<file path="src/rtl/spc_pkg.sv">
package spc_pkg;

  // number of ones in a byte, 0..8
  function automatic logic [3:0] ones8(input logic [7:0] v);
    logic [3:0] n;
    n = 4'd0;
    for (int i = 0; i < 8; i++) n = n + {3'b000, v[i]};
    return n;
  endfunction

endpackage

</file>
<file path="src/rtl/spc_packer.sv">
module spc_packer #(
  parameter int SAMPLE_W = 12,
  parameter int CNT_W    = 7,
  parameter int IDX_W    = 3
) (
  input  logic                clk,
  input  logic                rst,
  input  logic                start,
  input  logic [CNT_W-1:0]    win_len,
  input  logic                in_valid,
  input  logic [SAMPLE_W-1:0] in_sample,
  output logic                in_ready,
  output logic                out_valid,
  output logic [7:0]          out_byte,
  output logic [3:0]          out_nbits,
  output logic                out_last,
  output logic                out_partial,
  output logic [IDX_W-1:0]    out_idx
);

  logic             active;
  logic [2:0]       bit_cnt;
  logic [7:0]       shreg;
  logic [CNT_W-1:0] samp_cnt;
  logic [CNT_W-1:0] len_q;
  logic [IDX_W-1:0] byte_idx;

  logic       accept, sign_bit, is_full, is_last;
  logic [7:0] slot, merged;

  assign in_ready = active & ~out_valid;
  assign accept   = in_valid & in_ready;
  assign sign_bit = $signed(in_sample) > $signed({SAMPLE_W{1'b0}});
  assign slot     = 8'b0000_0001 << bit_cnt;
  assign merged   = sign_bit ? (shreg | slot) : shreg;
  assign is_full  = (bit_cnt == 3'd7);
  assign is_last  = ((samp_cnt + 1'b1) == len_q);

  always_ff @(posedge clk) begin
    if (rst) begin
      active      <= 1'b0;
      bit_cnt     <= '0;
      shreg       <= '0;
      samp_cnt    <= '0;
      len_q       <= '0;
      byte_idx    <= '0;
      out_valid   <= 1'b0;
      out_byte    <= '0;
      out_nbits   <= '0;
      out_last    <= 1'b0;
      out_partial <= 1'b0;
      out_idx     <= '0;
    end else if (start) begin
      active    <= 1'b1;
      bit_cnt   <= '0;
      shreg     <= '0;
      samp_cnt  <= '0;
      len_q     <= win_len;
      byte_idx  <= '0;
      out_valid <= 1'b0;
    end else begin
      out_valid <= 1'b0;
      if (accept) begin
        samp_cnt <= samp_cnt + 1'b1;
        if (is_full || is_last) begin
          out_valid   <= 1'b1;
          out_byte    <= merged;
          out_nbits   <= {1'b0, bit_cnt} + 4'd1;
          out_last    <= is_last;
          out_partial <= is_last & ~is_full;
          out_idx     <= byte_idx;
          byte_idx    <= byte_idx + 1'b1;
          shreg       <= '0;
          bit_cnt     <= '0;
        end else begin
          shreg   <= merged;
          bit_cnt <= bit_cnt + 1'b1;
        end
        if (is_last) active <= 1'b0;
      end
    end
  end

endmodule

</file>
<file path="src/rtl/spc_scorer.sv">
module spc_scorer
  import spc_pkg::*;
#(
  parameter int ACC_W = 8
) (
  input  logic                    clk,
  input  logic                    rst,
  input  logic                    start,
  input  logic                    byte_valid,
  input  logic [7:0]              byte_data,
  input  logic [3:0]              byte_nbits,
  input  logic                    byte_last,
  input  logic [7:0]              tpl_byte,
  output logic signed [ACC_W-1:0] score,
  output logic                    done
);

  // stage 1 waits for the template read
  logic       sc_valid, sc_last;
  logic [7:0] sc_data;
  logic [3:0] sc_nbits;

  logic [7:0]              mask;
  logic [3:0]              agree;
  logic signed [ACC_W-1:0] corr;

  always_comb begin
    for (int i = 0; i < 8; i++) mask[i] = (i < int'(sc_nbits));
    agree = ones8(~(sc_data ^ tpl_byte) & mask);
    corr  = $signed({{(ACC_W-5){1'b0}}, agree, 1'b0})
          - $signed({{(ACC_W-4){1'b0}}, sc_nbits});
  end

  always_ff @(posedge clk) begin
    if (rst || start) begin
      sc_valid <= 1'b0;
      sc_last  <= 1'b0;
      sc_data  <= '0;
      sc_nbits <= '0;
      score    <= '0;
      done     <= 1'b0;
    end else begin
      sc_valid <= byte_valid;
      sc_last  <= byte_last;
      sc_data  <= byte_data;
      sc_nbits <= byte_nbits;
      done     <= sc_valid & sc_last;
      if (sc_valid) score <= score + corr;
    end
  end

endmodule

</file>
<file path="src/rtl/sign_pack_corr.sv">
module sign_pack_corr #(
  parameter int SAMPLE_W = 12,
  parameter int MAX_WIN  = 64,
  localparam int CNT_W     = $clog2(MAX_WIN + 1),
  localparam int MAX_BYTES = (MAX_WIN + 7) / 8,
  localparam int IDX_W     = (MAX_BYTES > 1) ? $clog2(MAX_BYTES) : 1,
  localparam int ACC_W     = CNT_W + 1
) (
  input  logic                    clk,
  input  logic                    rst,
  input  logic                    start,
  input  logic [CNT_W-1:0]        win_len,
  input  logic                    in_valid,
  output logic                    in_ready,
  input  logic [SAMPLE_W-1:0]     in_sample,
  output logic [IDX_W-1:0]        tpl_addr,
  input  logic [7:0]              tpl_byte,
  output logic                    out_valid,
  output logic [7:0]              out_byte,
  output logic                    out_last,
  output logic                    out_partial,
  output logic signed [ACC_W-1:0] score,
  output logic                    done
);

  logic [3:0] nbits;

  spc_packer #(
    .SAMPLE_W(SAMPLE_W),
    .CNT_W   (CNT_W),
    .IDX_W   (IDX_W)
  ) packer_i (
    .clk        (clk),
    .rst        (rst),
    .start      (start),
    .win_len    (win_len),
    .in_valid   (in_valid),
    .in_sample  (in_sample),
    .in_ready   (in_ready),
    .out_valid  (out_valid),
    .out_byte   (out_byte),
    .out_nbits  (nbits),
    .out_last   (out_last),
    .out_partial(out_partial),
    .out_idx    (tpl_addr)
  );

  spc_scorer #(
    .ACC_W(ACC_W)
  ) scorer_i (
    .clk       (clk),
    .rst       (rst),
    .start     (start),
    .byte_valid(out_valid),
    .byte_data (out_byte),
    .byte_nbits(nbits),
    .byte_last (out_last),
    .tpl_byte  (tpl_byte),
    .score     (score),
    .done      (done)
  );

endmodule

</file>
<file path="config.mk">
export PLATFORM = sky130hd
export DESIGN_NAME = sign_pack_corr
export DESIGN_NICKNAME = d
export VERILOG_FILES = /design/src/rtl/spc_pkg.sv /design/src/rtl/spc_packer.sv /design/src/rtl/spc_scorer.sv /design/src/rtl/sign_pack_corr.sv
export SDC_FILE = /design/constraint.sdc
export NUM_CORES = 1
export LEC_CHECK = 0
export BUFFER_PORTS_ARGS = -buffer_cell sky130_fd_sc_hd__buf_4
export CORE_MARGIN = 3
export CORE_UTILIZATION = 45
export CTS_BUF_LIST = sky130_fd_sc_hd__clkbuf_8 sky130_fd_sc_hd__clkbuf_16
export CTS_CLUSTER_DIAMETER = 40
export DETAILED_ROUTE_END_ITERATION = 7
export PLACE_DENSITY = 0.76
export SLEW_MARGIN = 5
export SYNTH_ARGS = -nofsm -noshare
export SYNTH_HDL_FRONTEND = slang
export SYNTH_SLANG_ARGS = --single-unit
</file>
<file path="constraint.sdc">
create_clock -name clk -period 8.7 [get_ports clk]
set_input_delay 0.435 -clock clk [delete_from_list [all_inputs] [get_ports clk]]
set_output_delay 0.435 -clock clk [all_outputs]
set_load 0.02 [all_outputs]
</file>
==> results of run 1 <==
[Yosys cell counts, drive strengths merged]
cell          n
a31oi         8
nor3          6
xnor2        15
a2111oi       1
o211a         1
dlygate4sd3   1
nor4          2
dfxtp        70
and2         17
mux2i        12
and3          3
or3           6
a211oi       11
a41o          2
a21o          2
nor3b         1
or2           1
o31a          1
o41ai         1
a31o          1
nand3        12
buf           3
a221oi        1
clkbuf       12
xor2         13
nand2        18
o21ai        16
a21boi        1
nand3b        1
nor2         42
ha           21
o211ai        1
nand4         2
a21oi        43
inv          20
nand2b        2
nor2b         4
fa            6
a22o          1
or4b          1
o21bai        1
o21a          1
[worst paths after layout]
path | from | end | slack, ns | cells past startpoint
hold reg to reg | packer_i.out_nbits[3]$_SDFFE_PP0P_ | scorer_i.sc_nbits[3]$_SDFF_PP0_ | 0.45 | 1
setup / recovery | scorer_i.sc_nbits[3]$_SDFF_PP0_ | scorer_i.score[7]$_SDFFE_PP0P_ | 3.42 | 22
setup reg to reg | scorer_i.sc_nbits[3]$_SDFF_PP0_ | scorer_i.score[7]$_SDFFE_PP0P_ | 3.42 | 22
hold / removal | win_len[0] | packer_i.len_q[0]$_SDFFE_PP0P_ | 0.32 | 3
[state kept, by name, summed over array words and instances (netlist names)]
register	count
packer_i.active	1
packer_i.bit_cnt	3
packer_i.byte_idx	3
packer_i.len_q	7
packer_i.out_byte	8
packer_i.out_idx	3
packer_i.out_last	1
packer_i.out_nbits	4
packer_i.out_partial	1
packer_i.out_valid	1
packer_i.samp_cnt	7
packer_i.shreg	8
scorer_i.done	1
scorer_i.sc_data	8
scorer_i.sc_last	1
scorer_i.sc_nbits	4
scorer_i.sc_valid	1
scorer_i.score	8
[critical path, delay by kind of cell (launching register included)]
| family | cells | cell delay [ns] |
|---|---|---|
| AO/OA/AOI/OAI | 7 | 1.21 |
| adder cells (fa/ha/maj) | 7 | 2.66 |
| buffers and inverters | 4 | 0.25 |
| flip-flops | 1 | 0.33 |
| AND/OR/NAND/NOR | 4 | 0.77 |
[metal layers]
layer	share of wire [%]	up-vias	routed length, um
met5	0	-	0
met4	1.4	0	100
met3	4.8	9	349
met2	50	73	3660
met1	44	1329	3190
li1	-	1431	-
[logic make-up (layout without fill, tap and decap cells)]
kind of cell,count (synthesis),in the layout,synth area share [%]
DFF,70,70,39.1
AOI/OAI and AO/OA,93,93,17.2
adders and majority gates,27,27,10.7
buffers and inverters,36,91,5.45
and+or+nand+nor,118,118,17.4
xor gates and xnor gates,28,28,6.85
muxes,12,12,3.35
[area by class of cell]
class                      instances  area, um2
tap                               99        124
inverter                          20       75.1
sequential                        70       1400
clock inverter                     6       37.5
multi-input combinational        278       1990
timing repair buffer              55        413
fill                             669       3310
clock buffer                      10        138
[metrics by stage]
stage / util [%] / setup slack [ns] / total power, uW
floorplan: - / 3.75 / 364
detailed placement: 53.4 / 3.36 / 379
global route: 55.8 / 2.95 / 629
finish: 55.8 / 3.42 / 604
global placement: 53.4 / 3.45 / 377
CTS: 55.8 / 3.40 / 609
[report_power, final]
group          internal (uW)  total, uW  switching (uW)
logic                   19.8       44.7            25.0
registers                324        326            2.73
clock network            110        233             123
==> flow_summary.yaml, run 1 <==
run_status:
  status: "finished clean"
pwr:
  ir_worst_vdd_v: 0.0000678
  leakagePower_uw: 0.00174
  p_per_area_nw_per_um2: 145
logic_synthesis:
  synthCells: 384
  synth_top_area_cell: "dfxtp_1"
  yosysWarnings: 0
  synth_nets: 442
  synth.distinct_cells: 55
  avgSynthCellArea_um2: 9.33
  ys_top_cells_by_area: "dfxtp_1, ha_1, a21oi_1, nor2_1, xnor2_1"
  netlist_area_um2: 3580
  synth_seq_cells: 70
  yosysSeqAreaShare_pct: 39.1
  synth_top_area_share_pct: 39.1
route:
  dr.pass1.iters: 4
  routed-via-count: 2842
  wire_per_inst_um: 13.6
  vias_per_cell: 5.28
  initialDrtViolationCount: 167
  postRouteAntennaNets: 0
  drc_errors: 0
  wirelength_mm: 7.30
floorplan:
  core-area_um2: 7490
  die_x_um: 95.2
  io_pins: 55
  die_h_um: 95.2
  dieArea_um2: 9070
  start_util_pct: 47.9
  fp-row-count: 31
clock_network:
  clk_pin_slew_ns: 0.08
  cts_buffers: 9
  clockRootBuffer: "clkbuf_8"
  cts_sinks: 70
  cts_tree: "done"
  hold_buffers: 0
  cts_max_level: 3
  cts_buffer_depth: 2
  cts_resized: 0
  clk_latency_ns: 0.35
  cts_setup_buffers: 0
worst_setup_path:
  critPathRequiredTime_ns: 9.00
  crit_arrival_ns: 5.58
  slowest_stage: "fa_1"
  start_kind: "flip-flop"
  cp_max_fo: 4
  crit_type: "flip-flop to flip-flop"
  critPathMaxStageDelay_ns: 0.52
  cp_cell_sequence: "nor2_1 > a21oi_1 > ha_1 > inv_1 > fa_1 > inv_1 > fa_1 > fa_1 > inv_1 > fa_1 > inv_1 > ha_1 > o21ai_0 > a21boi_0 > nor2_1 > ha_1 > nand3_1 > o211ai_1 > o41ai_1 > or3_1 > a31oi_1 > a41o_1"
  endpoint_kind: "flip-flop"
grt:
  grt_max_degree: 29
  track_usage_pct: 17.6
  busiest_layer: "met2"
  grt_pass1_vias: 2770
  grt_pass1_wl_mm: 12.5
  use_met2_pct: 29.7
  overflow: 0
  grt_util_met3_pct: 2.92
  antenna_found_initial: 0
  use_met1_pct: 21.4
place:
  gp_congestion: 0.915
  dp_hpwl_mm: 5.40
  dp.cells: 522
  numPortBuffers: 54
  place_area_um2: 4000
finish:
  n_antenna_cell: 0
  final_area_um2: 4170
  finalNetCount: 492
  drive_above_1_share_pct: 20.7
  area.growth.synth_to_final_pct: 16.5
  layout_commonest_cell: "dfxtp_1"
  final_cell_count_no_fill: 538
  final_cell_mix: "dfxtp_1, buf_4, nor2_1"
sta:
  setup_violations: 0
  worst_slew_pin_slew_ns: 1.03
  fmax_ghz: 0.189
  fin_crit_sh_pct: 60.7
  hold_slack_ns: 0.319
  slew_viol_final: 0
  max_slew_margin_pct: 31.4
  hold_viol: 0
  rsz0062_at_grt: "no"
  fin_skew_ns: 0.0110
  min_period_ns: 5.28
  tns_ns: 0
hold_path:
  hold_class: "primary input to flip-flop"
job:
  max_cap_violations: 0
(Power assumes the default switching activity.)
==> inputs of run 2 (changes only) <==
==> constraint.sdc (replaced) <==
create_clock -name clk -period 5.2 [get_ports clk]
set_input_delay 0.26 -clock clk [delete_from_list [all_inputs] [get_ports clk]]
set_output_delay 0.26 -clock clk [all_outputs]
set_load 0.02 [all_outputs]
==> flow_summary.yaml, run 2 (synthesis results as in run 1) <==
hold_path:
  hold_depth: 3
  hold_class: "primary input to flip-flop"
  min_to: "packer_i.len_q[2]$_SDFFE_PP0P_"
  worst_hold_startpoint: "win_len[2]"
place:
  place_area_um2: 4010
  gp_congestion: 0.891
  dp_hpwl_mm: 5.52
  numPortBuffers: 54
sta:
  fin_skew_ns: 0.0108
  min_period_ns: 5.04
  fmax_ghz: 0.198
  hold_viol: 0
  setup_violations: 0
  worst_slew_pin_slew_ns: 1.05
  max_slew_margin_pct: 29.5
  slew_viol_final: 0
  fin_crit_sh_pct: 96.9
worst_setup_path:
  r2r-end: "scorer_i.score[7]$_SDFFE_PP0P_"
  critPathRequiredTime_ns: 5.49
  cp_max_fo: 4
  endpoint_kind: "flip-flop"
  rr_worst_depth: 23
  crit_arrival_ns: 5.33
  r2r_slack_ns: 0.16
  crit_type: "flip-flop to flip-flop"
  cp_cell_sequence: "nor2_4 > a21oi_1 > ha_1 > inv_1 > fa_1 > inv_1 > fa_1 > fa_2 > inv_1 > fa_1 > inv_1 > ha_4 > o21ai_2 > nand2_1 > nor2_1 > nor2_1 > ha_1 > nand3_1 > o211ai_1 > o41ai_2 > or3_1 > a31oi_1 > a41o_1"
  start_kind: "flip-flop"
  r2r_start: "scorer_i.sc_nbits[2]$_SDFF_PP0_"
  critPathMostFrequentCell: "inv_1"
  slowest_stage: "fa_1"
  critPathMaxStageDelay_ns: 0.53
route:
  routed-via-count: 2867
  postRouteAntennaNets: 0
  wire_per_inst_um: 14.1
  dr_wl_met3_um: 307
  dr.max_layer_used: "met4"
  dr.pass1.iters: 4
  wl_met1_mm: 3.39
  drc_errors: 0
  vias_per_cell: 5.29
  initialDrtViolationCount: 122
  wirelength_mm: 7.65
  wl_met2_mm: 3.78
clock_network:
  clk_pin_slew_ns: 0.08
  cts_tree: "done"
  cts_buffer_depth: 2
  cts_buffers: 9
  cts_max_level: 3
  clk_latency_ns: 0.34
  cts_sinks: 70
  clockRootBuffer: "clkbuf_8"
  hold_buffers: 0
finish:
  n_antenna_cell: 0
  layout_commonest_cell: "dfxtp_1"
  area.growth.synth_to_final_pct: 20.4
  fill_cells: 645
  seqCellArea_um2: 1410
  final_area_um2: 4310
  finalNetCount: 497
  final_cell_mix: "dfxtp_1, buf_4, a21oi_1, nor2_1"
  drive_above_1_share_pct: 23.9
  multi_input_area_um2: 2040
pwr:
  clockPowerShare_pct: 43.9
  leakagePower_uw: 0.00182
  p_switching_uw: 250
  ir_worst_vdd_v: 0.000125
  p_comb_share_pct: 6.8
  p_int_uw: 856
  p_per_area_nw_per_um2: 256
  p_sw_share_pct: 22.6
  p_total_uw: 1110
  sequentialPowerShare_pct: 49.3
floorplan:
  io_pins: 55
  die_x_um: 95.2
  dieArea_um2: 9070
  die_h_um: 95.2
  start_util_pct: 47.9
  fp-row-count: 31
  core-area_um2: 7490
grt:
  overflow: 0
  grt_max_degree: 29
  grt_pass1_vias: 2869
  track_usage_pct: 17.9
  antenna_found_initial: 0
  grt_pass1_wl_mm: 12.9
job:
  max_cap_violations: 0
run_status:
  status: "finished clean"
==> run 2: cell count changes in the layout (fill, tap and decap cells not counted), moves of 2 or more <==
cell	change
bufinv_16	+2
nor2_1	-2
dfxtp_1	-2
buf_4	+5
clkinvlp_4	-2
==> run 2: per-layer routing <==
| layer | global-route usage [%] | vias to the layer above |
|---|---|---|
| li1 | - | 1440 |
| met1 | 21.5 | 1344 |
| met2 | 31.1 | 66 |
| met3 | 3.39 | 17 |
| met4 | 7.69 | 0 |
| met5 | 0 | - |
==> run 2: final cells by class <==
cell class,instances,area share (%)
clock buffer,10,3.19
clock inverter,5,1.91
inverter,20,1.74
multi-input combinational,278,47.2
sequential,70,32.6
tap,99,2.87
timing repair buffer,60,10.4
==> run 2: metrics by stage <==
step | std cells | utilization, % | setup TNS [ns] | setup slack (ns) | hold WS (ns)
after global routing | 542 | 57.6 | -0.128 | -0.103 | 0.176
after detailed placement | 524 | 53.6 | -0.147 | -0.0795 | 0.444
after CTS | 539 | 56.7 | 0 | 0.0394 | 0.137
after global placement | 524 | 53.6 | 0 | 0.0922 | 0.446
final | 542 | 57.6 | 0 | 0.161 | 0.145
after floorplan | 384 | - | 0 | 0.303 | 0.408
==> run 2: timing repair <==
action | 4_1_cts | 5_1_grt
endpoints found under the setup margin | 2 | 3
gates resized for setup | 3 | 12
pin swaps | 1 | 9
setup buffers | 0 | 3
==> run 2: how the worst max path moves through the flow <==
stage | to | cells after the start | start
after global placement | scorer_i.score[6]$_SDFFE_PP0P_ | 21 | scorer_i.sc_nbits[3]$_SDFF_PP0_
after detailed placement | scorer_i.score[7]$_SDFFE_PP0P_ | 22 | scorer_i.sc_nbits[2]$_SDFF_PP0_
final | scorer_i.score[7]$_SDFFE_PP0P_ | 23 | scorer_i.sc_nbits[2]$_SDFF_PP0_
after floorplan | scorer_i.score[6]$_SDFFE_PP0P_ | 21 | scorer_i.sc_nbits[3]$_SDFF_PP0_
after CTS | scorer_i.score[7]$_SDFFE_PP0P_ | 23 | scorer_i.sc_nbits[3]$_SDFF_PP0_
after global routing | scorer_i.score[7]$_SDFFE_PP0P_ | 23 | scorer_i.sc_nbits[0]$_SDFF_PP0_
==> run 2: worst max-delay path: cells and delay by family, from the launching register on <==
family	cells	cell delay (ns)
adder cells (fa/ha/maj)	7	2.60
flip-flops	1	0.37
AO/OA/AOI/OAI	6	0.88
AND/OR/NAND/NOR	6	0.86
buffers and inverters	4	0.28
==> run 2: power by group through the flow <==
stage | Clock (uW) | Combinational (uW) | Sequential [uW]
4_1_cts | 497 | 74.9 | 546
3_3_place_gp | 0 | 73.4 | 558
2_1_floorplan | 0 | 51.0 | 558
5_1_grt | 520 | 82.8 | 546
6_report | 486 | 75.0 | 545
3_5_place_dp | 0 | 74.7 | 559
==> inputs of run 3 (changes only) <==
==> constraint.sdc (replaced) <==
create_clock -name clk -period 6.4 [get_ports clk]
set_input_delay 0.32 -clock clk [delete_from_list [all_inputs] [get_ports clk]]
set_output_delay 0.32 -clock clk [all_outputs]
set_load 0.02 [all_outputs]
==> flow_summary.yaml, run 3 (synthesis results as in run 1) <==
floorplan:
  fp-row-count: 31
  dieArea_um2: 9070
  core-area_um2: 7490
  die_h_um: 95.2
  die_x_um: 95.2
  start_util_pct: 47.9
  io_pins: 55
grt:
  grt_pass1_wl_mm: 12.5
  grt_max_degree: 29
  grt_pass1_vias: 2770
  track_usage_pct: 17.3
  overflow: 0
  antenna_found_initial: 0
place:
  place_area_um2: 4000
  dp_hpwl_mm: 5.36
  dp.cells: 522
  numPortBuffers: 54
  gp_congestion: 0.871
pwr:
  p_per_area_nw_per_um2: 202
  ir_worst_vdd_v: 0.0000860
  sequentialPowerShare_pct: 52.4
  p_comb_share_pct: 7.2
  leakagePower_uw: 0.00175
  p_switching_uw: 203
  clockPowerShare_pct: 40.5
  p_sw_share_pct: 23.9
  p_total_uw: 847
  p_int_uw: 644
finish:
  final_cell_count_no_fill: 538
  n_antenna_cell: 0
  final_cell_mix: "dfxtp_1, buf_4, nor2_1"
  layout_commonest_cell: "dfxtp_1"
  final_area_um2: 4190
  drive_above_1_share_pct: 20.5
  area.growth.synth_to_final_pct: 16.9
  finalNetCount: 492
  fill_cells: 685
sta:
  fmax_ghz: 0.189
  rsz0062_at_grt: "no"
  fin_skew_ns: 0.00683
  worst_slew_pin_slew_ns: 1.07
  min_period_ns: 5.30
  hold_viol: 0
  max_slew_margin_pct: 28.5
  setup_violations: 0
  tns_ns: 0
  fin_crit_sh_pct: 82.8
  slew_viol_final: 0
job:
  max_cap_violations: 0
worst_setup_path:
  crit_type: "flip-flop to flip-flop"
  cp_max_fo: 4
  start_kind: "flip-flop"
  endpoint_kind: "flip-flop"
  crit_arrival_ns: 5.58
  critPathRequiredTime_ns: 6.68
clock_network:
  clockRootBuffer: "clkbuf_8"
  cts_tree: "done"
  cts_setup_buffers: 0
  clk_latency_ns: 0.33
  cts_buffers: 9
  cts_sinks: 70
  clk_pin_slew_ns: 0.08
  hold_buffers: 0
  cts_resized: 0
  cts_max_level: 3
  cts_buffer_depth: 2
run_status:
  status: "finished clean"
route:
  dr.pass1.iters: 4
  wirelength_mm: 7.20
  initialDrtViolationCount: 127
  postRouteAntennaNets: 0
  drc_errors: 0
  routed-via-count: 2799
  wire_per_inst_um: 13.4
  vias_per_cell: 5.20
hold_path:
  hold_class: "primary input to flip-flop"
run 3: cell count changes in the layout (fill, tap and decap cells not counted), sizes merged:
cell and delta:
buf -5, clkinvlp +2, inv +2, bufinv -1, clkbuf -1, clkinv -1
run 3: area by class of cell:
class	count	area [um2]	area share [%]
Inverter	20	75.1	1.79
Multi-Input combinational cell	278	1990	47.4
Sequential cell	70	1400	33.5
Clock inverter	7	66.3	1.58
Timing Repair Buffer	55	413	9.86
Tap cell	99	124	2.96
Clock buffer	9	124	2.96
run 3: path summary, 6_finish.rpt:
path	from	to	slack [ns]	cells after the start
setup / recovery	scorer_i.sc_nbits[3]$_SDFF_PP0_	scorer_i.score[7]$_SDFFE_PP0P_	1.10	22
hold / removal	win_len[5]	packer_i.len_q[5]$_SDFFE_PP0P_	0.22	3
setup reg to reg	scorer_i.sc_nbits[3]$_SDFF_PP0_	scorer_i.score[7]$_SDFFE_PP0P_	1.10	22
hold reg to reg	packer_i.out_nbits[1]$_SDFFE_PP0P_	scorer_i.sc_nbits[1]$_SDFF_PP0_	0.47	1
run 3: worst max-delay path, stage by stage, from the launching register on:
cell	delay [ns]
dfxtp_1	0.33
nor2_1	0.23
a21oi_1	0.11
ha_1	0.29
inv_1	0.05
fa_1	0.53
inv_1	0.06
fa_1	0.50
fa_1	0.45
inv_1	0.08
fa_1	0.40
inv_1	0.07
ha_1	0.16
o21ai_0	0.11
a21boi_0	0.36
nor2_1	0.10
ha_1	0.36
nand3_1	0.10
o211ai_1	0.22
o41ai_1	0.10
or3_1	0.34
a31oi_1	0.18
a41o_1	0.11
run 3: metrics by stage:
step,worst slack (ns),hold WS [ns],util (%)
after floorplan,1.50,0.423,-
after global routing,0.769,0.234,56.0
final,1.10,0.217,56.0
after detailed placement,1.17,0.453,53.4
after global placement,1.25,0.443,53.4
after CTS,1.15,0.210,56.0
run 3: power groups by stage:
stage	registers [uW]	clock network (uW)	logic, uW
after global placement	453	0	59.7
after detailed placement	454	0	61.0
after floorplan	453	0	41.5
final	443	343	60.8
after CTS	443	352	61.2
after global routing	444	371	67.8
run 3: per-layer routing:
layer	GRT usage [%]	vias to the layer above	routed length, um
met1	21.7	1292	3220
met5	0	-	0
met2	29.6	70	3540
met3	2.53	8	340
li1	-	1429	-
met4	6.85	0	101
